**src/rtl/epp_port_pkg.sv**
```systemverilog
package epp_port_pkg;

  localparam int DATA_W = 8;
  localparam int STS_W  = 5;
  localparam int CTL_W  = 4;

  typedef enum logic [1:0] {
    MODE_COMPAT = 2'b00,
    MODE_BIDIR  = 2'b01,
    MODE_EPP    = 2'b10,
    MODE_RSVD   = 2'b11
  } port_mode_e;

  typedef enum logic [1:0] {
    HS_IDLE   = 2'b00,
    HS_SETUP  = 2'b01,
    HS_STROBE = 2'b10,
    HS_DONE   = 2'b11
  } hs_state_e;

  // register indices
  localparam logic [2:0] RA_DATA  = 3'd0;
  localparam logic [2:0] RA_STAT  = 3'd1;
  localparam logic [2:0] RA_CTRL  = 3'd2;
  localparam logic [2:0] RA_EADDR = 3'd3;
  localparam logic [2:0] RA_EDATA = 3'd4;
  localparam logic [2:0] RA_MODE  = 3'd5;

  // control register bit positions
  localparam int CB_INIT = 2;
  localparam int CB_IEN  = 4;
  localparam int CB_DIR  = 5;

  // status input positions
  localparam int SI_ACK  = 3;
  localparam int SI_BUSY = 4;

  function automatic port_mode_e decode_mode(logic [1:0] raw);
    port_mode_e m;
    case (raw)
      2'b01:   m = MODE_BIDIR;
      2'b10:   m = MODE_EPP;
      default: m = MODE_COMPAT;
    endcase
    return m;
  endfunction

  function automatic logic [DATA_W-1:0] pack_status(logic [STS_W-1:0] lvl, logic tmo);
    return {lvl, 2'b00, tmo};
  endfunction

  function automatic logic is_epp_reg(logic [2:0] a);
    return (a == RA_EADDR) || (a == RA_EDATA);
  endfunction

endpackage

```
**src/rtl/epp_in_sync.sv**
```systemverilog
module epp_in_sync #(
  parameter int W      = 5,
  parameter int STAGES = 2
) (
  input  logic         clk,
  input  logic         rst_n,
  input  logic [W-1:0] d,
  output logic [W-1:0] q
);

  generate
    if (STAGES <= 1) begin : g_single
      logic [W-1:0] r;
      always_ff @(posedge clk or negedge rst_n) begin
        if (!rst_n) r <= '0;
        else        r <= d;
      end
      assign q = r;
    end else begin : g_chain
      logic [STAGES-1:0][W-1:0] r;
      always_ff @(posedge clk or negedge rst_n) begin
        if (!rst_n) r <= '0;
        else        r <= {r[STAGES-2:0], d};
      end
      assign q = r[STAGES-1];
    end
  endgenerate

endmodule

```
**src/rtl/epp_regfile.sv**
```systemverilog
module epp_regfile
  import epp_port_pkg::*;
(
  input  logic              clk,
  input  logic              rst_n,
  input  logic              req,
  input  logic              we,
  input  logic [2:0]        addr,
  input  logic [DATA_W-1:0] wdata,
  input  logic [DATA_W-1:0] ext_data,
  input  logic [STS_W-1:0]  sts_lvl,
  input  logic              tmo_set,
  output port_mode_e        mode_o,
  output logic [5:0]        ctrl_o,
  output logic              ready_o,
  output logic [DATA_W-1:0] rdata_o,
  output logic              latch_pulse_o
);

  logic [DATA_W-1:0] data_q;
  logic [5:0]        ctrl_q;
  logic [1:0]        mode_q;
  logic              tmo_q;
  logic              ready_q;
  logic              lp_q;
  logic [DATA_W-1:0] rdata_q;
  logic [DATA_W-1:0] rd_mux;
  port_mode_e        mode_cur;
  logic              data_hit;
  logic              tmo_clear;

  assign mode_cur  = decode_mode(mode_q);
  assign data_hit  = req && (addr == RA_DATA);
  assign tmo_clear = req && we && (addr == RA_STAT) && wdata[0];

  always_comb begin
    case (addr)
      RA_DATA: rd_mux = (mode_cur == MODE_BIDIR && ctrl_q[CB_DIR]) ? ext_data : data_q;
      RA_STAT: rd_mux = pack_status(sts_lvl, tmo_q);
      RA_CTRL: rd_mux = {2'b00, ctrl_q};
      RA_MODE: rd_mux = {6'b0, mode_q};
      default: rd_mux = '0;
    endcase
  end

  always_ff @(posedge clk or negedge rst_n) begin
    if (!rst_n) begin
      data_q  <= '0;
      ctrl_q  <= '0;
      mode_q  <= 2'b00;
      tmo_q   <= 1'b0;
      ready_q <= 1'b0;
      lp_q    <= 1'b0;
      rdata_q <= '0;
    end else begin
      ready_q <= req;
      lp_q    <= data_hit && (we || mode_cur == MODE_BIDIR);
      if (req) rdata_q <= rd_mux;
      if (tmo_set)        tmo_q <= 1'b1;
      else if (tmo_clear) tmo_q <= 1'b0;
      if (req && we) begin
        case (addr)
          RA_DATA: data_q <= wdata;
          RA_CTRL: ctrl_q <= wdata[5:0];
          RA_MODE: mode_q <= wdata[1:0];
          default: ;
        endcase
      end
    end
  end

  assign mode_o        = mode_cur;
  assign ctrl_o        = ctrl_q;
  assign ready_o       = ready_q;
  assign rdata_o       = rdata_q;
  assign latch_pulse_o = lp_q;


  tmo_source_chk: assert property (@(posedge clk) disable iff (!rst_n)
    $rose(tmo_q) |-> $past(tmo_set));

endmodule

```
**src/rtl/epp_handshake.sv**
```systemverilog
module epp_handshake
  import epp_port_pkg::*;
#(
  parameter int TIMEOUT_CYC = 1024
) (
  input  logic              clk,
  input  logic              rst_n,
  input  logic              start,
  input  logic              we,
  input  logic              is_addr,
  input  logic              wait_lvl,
  input  logic [DATA_W-1:0] ext_data,
  output logic              busy_o,
  output logic              done_o,
  output logic [DATA_W-1:0] rdata_o,
  output logic              abort_o,
  output logic              wr_act_o,
  output logic              dstrb_o,
  output logic              astrb_o,
  output logic              latch_load_o
);

  localparam int CW = (TIMEOUT_CYC > 2) ? $clog2(TIMEOUT_CYC) : 1;
  localparam logic [CW-1:0] CNT_LAST = CW'(TIMEOUT_CYC - 1);

  hs_state_e         state;
  logic              wr_q;
  logic              addr_q;
  logic [CW-1:0]     cnt;
  logic [DATA_W-1:0] rdata_q;
  logic              strb_act;
  logic              abort_now;

  assign strb_act  = (state == HS_STROBE);
  assign abort_now = strb_act && wait_lvl && (cnt == CNT_LAST);

  always_ff @(posedge clk or negedge rst_n) begin
    if (!rst_n) begin
      state   <= HS_IDLE;
      wr_q    <= 1'b0;
      addr_q  <= 1'b0;
      cnt     <= '0;
      rdata_q <= '0;
    end else begin
      case (state)
        HS_IDLE: if (start) begin
          state  <= HS_SETUP;
          wr_q   <= we;
          addr_q <= is_addr;
        end
        HS_SETUP: begin
          state <= HS_STROBE;
          cnt   <= '0;
        end
        HS_STROBE: begin
          if (!wait_lvl) begin
            state   <= HS_DONE;
            rdata_q <= ext_data;
          end else if (abort_now) begin
            state   <= HS_DONE;
            rdata_q <= '1;
          end else begin
            cnt <= cnt + 1'b1;
          end
        end
        default: begin
          state <= HS_IDLE;
          wr_q  <= 1'b0;
        end
      endcase
    end
  end

  assign busy_o       = (state != HS_IDLE);
  assign done_o       = (state == HS_DONE);
  assign rdata_o      = rdata_q;
  assign abort_o      = abort_now;
  assign wr_act_o     = wr_q && (state != HS_IDLE);
  assign dstrb_o      = strb_act && !addr_q;
  assign astrb_o      = strb_act && addr_q;
  assign latch_load_o = (state == HS_SETUP) && wr_q;


  strobe_hold_chk: assert property (@(posedge clk) disable iff (!rst_n)
    (strb_act && wait_lvl && !abort_now) |=> strb_act);


  strobe_release_chk: assert property (@(posedge clk) disable iff (!rst_n)
    ($fell(strb_act) && !$past(abort_now)) |-> !$past(wait_lvl));


  timeout_bound_chk: assert property (@(posedge clk) disable iff (!rst_n)
    strb_act |-> (cnt <= CNT_LAST));


  write_span_chk: assert property (@(posedge clk) disable iff (!rst_n)
    (strb_act && wr_q) |=> wr_act_o);

endmodule

```
**src/rtl/epp_pin_drive.sv**
```systemverilog
module epp_pin_drive
  import epp_port_pkg::*;
(
  input  logic             clk,
  input  logic             rst_n,
  input  port_mode_e       mode,
  input  logic [CTL_W-1:0] od_req,
  input  logic             init_bit,
  input  logic             dir_bit,
  input  logic             wr_act,
  input  logic             dstrb,
  input  logic             astrb,
  input  logic             spp_pulse,
  input  logic             epp_load,
  output logic [CTL_W-1:0] ctl_o,
  output logic [CTL_W-1:0] ctl_en,
  output logic             latch_we,
  output logic             latch_oe_n
);

  logic [CTL_W-1:0] od_en;
  logic [CTL_W-1:0] od_val;
  logic [CTL_W-1:0] pp_val;
  logic             epp_mode;

  assign epp_mode = (mode == MODE_EPP);

  for (genvar i = 0; i < CTL_W; i++) begin : g_od
    assign od_en[i]  = od_req[i];
    assign od_val[i] = 1'b0;
  end

  assign pp_val = {~astrb, ~init_bit, ~dstrb, ~wr_act};

  always_comb begin
    if (epp_mode) begin
      ctl_en     = '1;
      ctl_o      = pp_val;
      latch_oe_n = ~wr_act;
    end else begin
      ctl_en     = od_en;
      ctl_o      = od_val;
      latch_oe_n = (mode == MODE_BIDIR) ? dir_bit : 1'b0;
    end
  end

  assign latch_we = spp_pulse | epp_load;


  open_drain_low_chk: assert property (@(posedge clk) disable iff (!rst_n)
    !epp_mode |-> ((ctl_o & ctl_en) == '0));

endmodule

```
**src/rtl/epp_port_ctrl.sv**
```systemverilog
module epp_port_ctrl
  import epp_port_pkg::*;
#(
  parameter int SYNC_STAGES = 2,
  parameter int TIMEOUT_CYC = 1024
) (
  input  logic       clk,
  input  logic       rst_n,
  input  logic       bus_req,
  input  logic       bus_we,
  input  logic [2:0] bus_addr,
  input  logic [7:0] bus_wdata,
  output logic [7:0] bus_rdata,
  output logic       bus_ready,
  output logic       bus_irq,
  input  logic [7:0] pd_in,
  input  logic [4:0] sts_i,
  output logic [3:0] ctl_o,
  output logic [3:0] ctl_en,
  output logic       latch_we,
  output logic       latch_oe_n
);

  logic [STS_W-1:0]  sts_s;
  port_mode_e        mode;
  logic [5:0]        ctrl;
  logic              epp_sel;
  logic              spp_req;
  logic              hs_start;
  logic              hs_busy;
  logic              hs_done;
  logic              hs_abort;
  logic              hs_wr;
  logic              hs_dstrb;
  logic              hs_astrb;
  logic              hs_load;
  logic [DATA_W-1:0] hs_rdata;
  logic              rf_ready;
  logic [DATA_W-1:0] rf_rdata;
  logic              rf_pulse;

  epp_in_sync #(.W(STS_W), .STAGES(SYNC_STAGES)) u_sync (
    .clk(clk), .rst_n(rst_n), .d(sts_i), .q(sts_s)
  );

  assign epp_sel  = (mode == MODE_EPP) && is_epp_reg(bus_addr);
  assign spp_req  = bus_req && !epp_sel && !hs_busy;
  assign hs_start = bus_req && epp_sel && !hs_busy;

  epp_regfile u_regs (
    .clk(clk), .rst_n(rst_n), .req(spp_req), .we(bus_we), .addr(bus_addr),
    .wdata(bus_wdata), .ext_data(pd_in), .sts_lvl(sts_s), .tmo_set(hs_abort),
    .mode_o(mode), .ctrl_o(ctrl), .ready_o(rf_ready), .rdata_o(rf_rdata),
    .latch_pulse_o(rf_pulse)
  );

  epp_handshake #(.TIMEOUT_CYC(TIMEOUT_CYC)) u_hs (
    .clk(clk), .rst_n(rst_n), .start(hs_start), .we(bus_we),
    .is_addr(bus_addr == RA_EADDR), .wait_lvl(sts_s[SI_BUSY]), .ext_data(pd_in),
    .busy_o(hs_busy), .done_o(hs_done), .rdata_o(hs_rdata), .abort_o(hs_abort),
    .wr_act_o(hs_wr), .dstrb_o(hs_dstrb), .astrb_o(hs_astrb), .latch_load_o(hs_load)
  );

  epp_pin_drive u_pins (
    .clk(clk), .rst_n(rst_n), .mode(mode), .od_req(ctrl[3:0]),
    .init_bit(ctrl[CB_INIT]), .dir_bit(ctrl[CB_DIR]), .wr_act(hs_wr),
    .dstrb(hs_dstrb), .astrb(hs_astrb), .spp_pulse(rf_pulse), .epp_load(hs_load),
    .ctl_o(ctl_o), .ctl_en(ctl_en), .latch_we(latch_we), .latch_oe_n(latch_oe_n)
  );

  assign bus_ready = rf_ready | hs_done;
  assign bus_rdata = hs_done ? hs_rdata : rf_rdata;
  assign bus_irq   = ctrl[CB_IEN] & sts_s[SI_ACK];


  single_source_ready_chk: assert property (@(posedge clk) disable iff (!rst_n)
    !(rf_ready && hs_done));

endmodule

```
**config.mk**
```make
export PLATFORM = sky130hd
export DESIGN_NAME = epp_port_ctrl
export DESIGN_NICKNAME = d
export VERILOG_FILES = /design/src/rtl/epp_port_pkg.sv /design/src/rtl/epp_in_sync.sv /design/src/rtl/epp_regfile.sv /design/src/rtl/epp_handshake.sv /design/src/rtl/epp_pin_drive.sv /design/src/rtl/epp_port_ctrl.sv
export SDC_FILE = /design/constraint.sdc
export NUM_CORES = 1
export LEC_CHECK = 0
export CORE_ASPECT_RATIO = 1.4
export CORE_MARGIN = 5
export CORE_UTILIZATION = 57
export DETAILED_ROUTE_END_ITERATION = 6
export GPL_ROUTABILITY_DRIVEN = 0
export PLACE_DENSITY_LB_ADDON = 0.3
export SLEW_MARGIN = 20
export SYNTH_ARGS = -nofsm -noshare
export SYNTH_HDL_FRONTEND = slang
export SYNTH_SLANG_ARGS = --single-unit
```
**constraint.sdc**
```tcl
create_clock -name clk -period 4.4 [get_ports clk]
set_input_delay 0.88 -clock clk [delete_from_list [all_inputs] [get_ports clk]]
set_output_delay 0.88 -clock clk [all_outputs]
set_load 0.02 [all_outputs]
```
Word level (Yosys, flattened, before mapping)
Cells that the tools add are included.

Register bits after elaboration: 59. Output and inout port bits: 20. Logic and storage cells: 98.

$add $sub $neg: 1. Eq/ne operators: 18. Muxes and demuxes: 21. Bitwise gates (word level): 8. Reduce and logical (&&, ||, !) cells: 36.

Operator list (count): 2-to-1 mux 8 bit (4); one-hot mux 8 bit (4 select lines) (1); 2-to-1 mux 10 bit (2); one-hot mux 10 bit (2 select lines) (1); logical AND 1 bit (17); AND reduction 2 bit (7); adder 10 x 1 -> 10 bit, second input constant (1); equality test 10 bit, second input constant (1); equality test 2 bit, second input constant (4); 2-to-1 mux 4 bit (2); inequality test 2 bit, second input constant (4); equality test 2 x 1 -> 1 bit, second input constant (3); equality test 3 x 2 -> 1 bit, second input constant (2); equality test 3 bit, second input constant (2); 2-to-1 mux 2 bit (3); one-hot mux 2 bit (3 select lines) (1); nonzero test 2 bit (3); 2-to-1 mux 1 bit (5); NOT 1 bit (5); one-hot mux 2 bit (2 select lines) (1); equality test 3 x 1 -> 1 bit, second input constant (1); logical NOT 1 bit (3); logical NOT 3 bit (1); inequality test 3 bit, second input constant (1); 7 further kinds (9).

Logic depth before layout (Yosys ltp)
Word-level depth: 12. Gate-level depth with buffers: 6.

Cells and area by module
A second synthesis with hierarchy kept.

Cells, all modules: 264. Area, all modules: 3054.2 um^2.

By module, submodules not included: epp_regfile (instances 1, cells each 103, area each 1306.3 um^2, sequential area each 675.6 um^2); epp_handshake (instances 1, cells each 115, area each 1226.2 um^2, sequential area each 550.5 um^2); epp_in_sync (instances 1, cells each 15, area each 287.8 um^2, sequential area each 250.2 um^2); epp_port_ctrl (instances 1, cells each 18, area each 152.6 um^2, sequential area each 0.0 um^2); epp_pin_drive (instances 1, cells each 13, area each 81.3 um^2, sequential area each 0.0 um^2).

Worst setup path before layout
OpenSTA, ideal clock, no wires.

Kind: flip-flop to output port. Start: reg u_hs.state[0]. End: out latch_oe_n. Arrival: 1.447 ns. Required time: 3.520 ns. Slack: 2.073 ns. Cell stages (with the launch flop): 6. Buffers on the path: 0. Path through: dfrtp_1 inv_1 ha_1 inv_1 a21oi_1 nand2b_1.

Cells in the longest elaborated chain, start to end: 4.

Ends and longest elaborated chain: start: declaration (RTL line epp_handshake.sv:26) `hs_state_e state;`; start signal: assignment (RTL line epp_handshake.sv:39) `state <= HS_IDLE;`; start signal: assignment (RTL line epp_handshake.sv:47) `state <= HS_SETUP;`; start signal: assignment (RTL line epp_handshake.sv:52) `state <= HS_STROBE;`; nonzero test 2 bit (RTL line epp_handshake.sv:78) `assign wr_act_o = wr_q && (state != HS_IDLE);`; logical AND 1 bit (RTL line epp_handshake.sv:78); NOT 1 bit (RTL line epp_pin_drive.sv:39) `latch_oe_n = ~wr_act;`; 2-to-1 mux 1 bit (RTL line epp_pin_drive.sv:36) `if (epp_mode) begin`; end: declaration (RTL line epp_port_ctrl.sv:21) `output logic latch_oe_n`.

Every way passes these cells.

Worst setup path in the final report
Start: reg u_hs.state[0]. End: out bus_rdata[6].

Cells in the longest elaborated chain, start to end: 2.

Ends and longest elaborated chain: equality test 2 bit (RTL line epp_handshake.sv:75) `assign done_o = (state == HS_DONE);`; 2-to-1 mux 8 bit (RTL line epp_port_ctrl.sv:72) `assign bus_rdata = hs_done ? hs_rdata : rf_rdata;`; end: declaration (RTL line epp_port_ctrl.sv:13) `output logic [7:0] bus_rdata,`.

Every way passes these cells.

==> qor.csv <==
metric;value;unit
clock_latency;0.34;ns
status;finished, final reports clean;
routed_wl;6370;um
synth-edff-count;0;
rsz0062_at_grt;no;
core-area;0.00484;mm2
synth_cells;244;
powerDensity;637;mW/mm2
routed_via_density;5.82;
area_growth;25.8;%
p_leak;1.63;nW
tns;0;ns
yosysTopAreaCell;dfrtp_1;
antenna_found_initial;0;
root_buffer;clkbuf_8;
dp_slack;1.67;ns
fmax;329;MHz
final_common_cell;dfrtp_1;
drtAntennaViolNets;0;
met3WireLength;269;um
dieHeight;93.5;um
maxUsedRoutingLayer;met4;
ys.flop_type;dfrtp_1;
start_kind;flop;
tightest_slew;0.882;ns
hold_viol_final;0;
final_nets;327;
end_kind;output pin;
start_util;58.6;%
fill_cells;338;
synth.area.top_cells;dfrtp_1, mux2_2, mux2i_1;
ctsHoldBuffers;0;
antenna_cells;0;
synth_seq_cells;59;
fin_crit;3.04;ns
ctsResizeCount;0;
final_cells;363;
postCtsSetupRepairBufs;0;
synth_seq_area_share;52.0;%
drt-pass1-iter-count;5;
h-tree-depth;3;
crit_family;buffers and inverters;
layout_worst_path_cycle_share;69.2;%
max_slew_margin;41.2;%
dp_cells;347;
r2r_slack;2.44;ns
fin_skew;0.00457;ns
clkTransAtPathRegs;0.06;ns
row_count;30;
met2_length;3450;um
routed-via-count;2111;
setup_violations;0;
layout_common_cells;dfrtp_1, clkdlybuf4s50_1, mux2_2, nor2_1;
numPortBuffers;47;
grt_pass1_vias;2215;
grt_pass1_wl;10600;um
drc;0;
drv_cap;0;
min_path_type;reg -> reg;
worstPathMaxFanout;9;
vdd_drop_max;437;uV
avgRoutedWirePerCell;17.5;um
syn_nets;277;
crit_type;reg -> out;
final_util;73.7;%
cp.arrival;2.16;ns
groute.usage.overall;21.1;%
fin_ws;1.36;ns
required;3.52;ns
clockBufferDepth;2;
slowest_stage;clkdlybuf4s50_1;
drv_slew;0;
netlist_area;0.00284;mm2
overflow;0;
synthArstFlopShare;100;%
die_area;0.00651;mm2
cp.buffers_inverters;1;
ioPinCount;48;
grt_start_max_net_pins;42;
synth_top_cell_area_share;52.0;%
drive_above_1_share;18.1;%
synth_cell_types;52;
crit_path_max_incr_delay;0.54;ns
cts_made_buffers;9;
crit_chain;ha_1, mux2_2, clkdlybuf4s50_1;
drtIter0Drc;103;
yosys_warnings;0;
wl_met1;2520;um
die_width;69.6;um
dp_hpwl;4570;um
clkSinkCount;59;
cts_tree;built;
post_synth.cell_area_avg;11.6;um2
==> state kept, by name, summed over array words and instances (netlist names) <==
register and count:
u_regs.mode_q 2, u_sync.g_chain.r 5, u_sync.q 5, u_regs.rdata_o 8, u_hs.cnt 10, u_regs.latch_pulse_o 1
u_regs.tmo_q 1, u_hs.addr_q 1, u_regs.data_q 8, u_hs.wr_q 1, u_regs.ctrl_o 6, u_hs.state 2
u_hs.rdata_o 8, u_regs.ready_o 1
==> synthesized netlist by cell type, types with 2 or more instances <==
master    instances
o22ai_1           5
inv_1            10
a21o_1            4
and2_1            2
nor3b_2           2
mux2i_1          11
nand4_1           3
nand3b_1          3
dfrtp_1          59
nand2b_1          9
o22a_1            9
nor4_1            2
nand3_1          10
a21oi_1           9
and3_1            2
ha_1              5
buf_2             4
a22oi_1           5
nor2_1           15
buf_4             2
o21ai_0           6
nand2_1           9
a31oi_1           2
mux2_2           24
clkbuf_1          2
a221o_1           3
a22o_1            2
==> report_power, final <==
| group | internal (mW) | switching (mW) | leakage, nW | total (mW) |
|---|---|---|---|---|
| combinational | 0.454 | 0.445 | 0.765 | 0.899 |
| sequential | 0.705 | 0.114 | 0.745 | 0.820 |
| clock | 0.347 | 0.209 | 0.119 | 0.556 |
==> through the flow <==
stage	power, mW	hold WS (ns)	cell area (um2)
5_1_grt	2.41	0.362	3570
3_5_place_dp	1.73	0.336	3340
6_report	2.27	0.348	3570
3_3_place_gp	1.71	0.333	3340
2_1_floorplan	1.38	0.331	2840
4_1_cts	2.30	0.351	3570
==> area by class of cell <==
type                            count  area [um2]  share of cell area (%)
Sequential cell                    59        1480                    41.3
Clock inverter                      5        75.1                    2.10
Timing Repair Buffer               48         473                    13.2
Multi-Input combinational cell    166        1280                    35.8
Clock buffer                       11         151                    4.24
Tap cell                           64        80.1                    2.24
Inverter                           10        37.5                    1.05
==> worst reg2reg max path, delay by kind of cell, from the launching register on <==
family / cells / cell delay, ns
AO/OA/AOI/OAI: 2 / 0.45
flip-flops: 1 / 0.42
adder cells (fa/ha/maj): 1 / 0.38
multiplexers: 1 / 0.31
AND/OR/NAND/NOR: 1 / 0.18
buffers and inverters: 1 / 0.10
==> per-layer routing <==
| metal | vias up | GRT usage [%] |
|---|---|---|
| met3 | 10 | 3.12 |
| li1 | 996 | - |
| met2 | 47 | 38.1 |
| met1 | 1058 | 23.9 |
| met5 | - | 0 |
| met4 | 0 | 11.0 |
==> path summary, 6_finish.rpt <==
path,from,to,cells after the start
worst max-delay path,u_hs.state[0]$_DFFE_PN0P_,bus_rdata[6],3
worst min-delay path,u_sync.g_chain.r[1]$_DFF_PN0_,u_sync.q[1]$_DFF_PN0_,0
worst max register to register,u_hs.state[0]$_DFFE_PN0P_,u_hs.state[1]$_DFFE_PN0P_,6
worst min register to register,u_sync.g_chain.r[1]$_DFF_PN0_,u_sync.q[1]$_DFF_PN0_,0
max in group asynchronous,rst_n,u_regs.ctrl_o[1]$_DFFE_PN0P_,2
min in group asynchronous,rst_n,u_sync.q[4]$_DFF_PN0_,1
==> logic make-up after synthesis <==
kind of cell | synth area share (%)
compound gates | 14.2
fa+ha+maj | 2.20
buf+inv | 2.95
flops | 52.0
mux | 13.8
simple gates | 14.8
No activity file was read; power rests on OpenSTA's default activity.
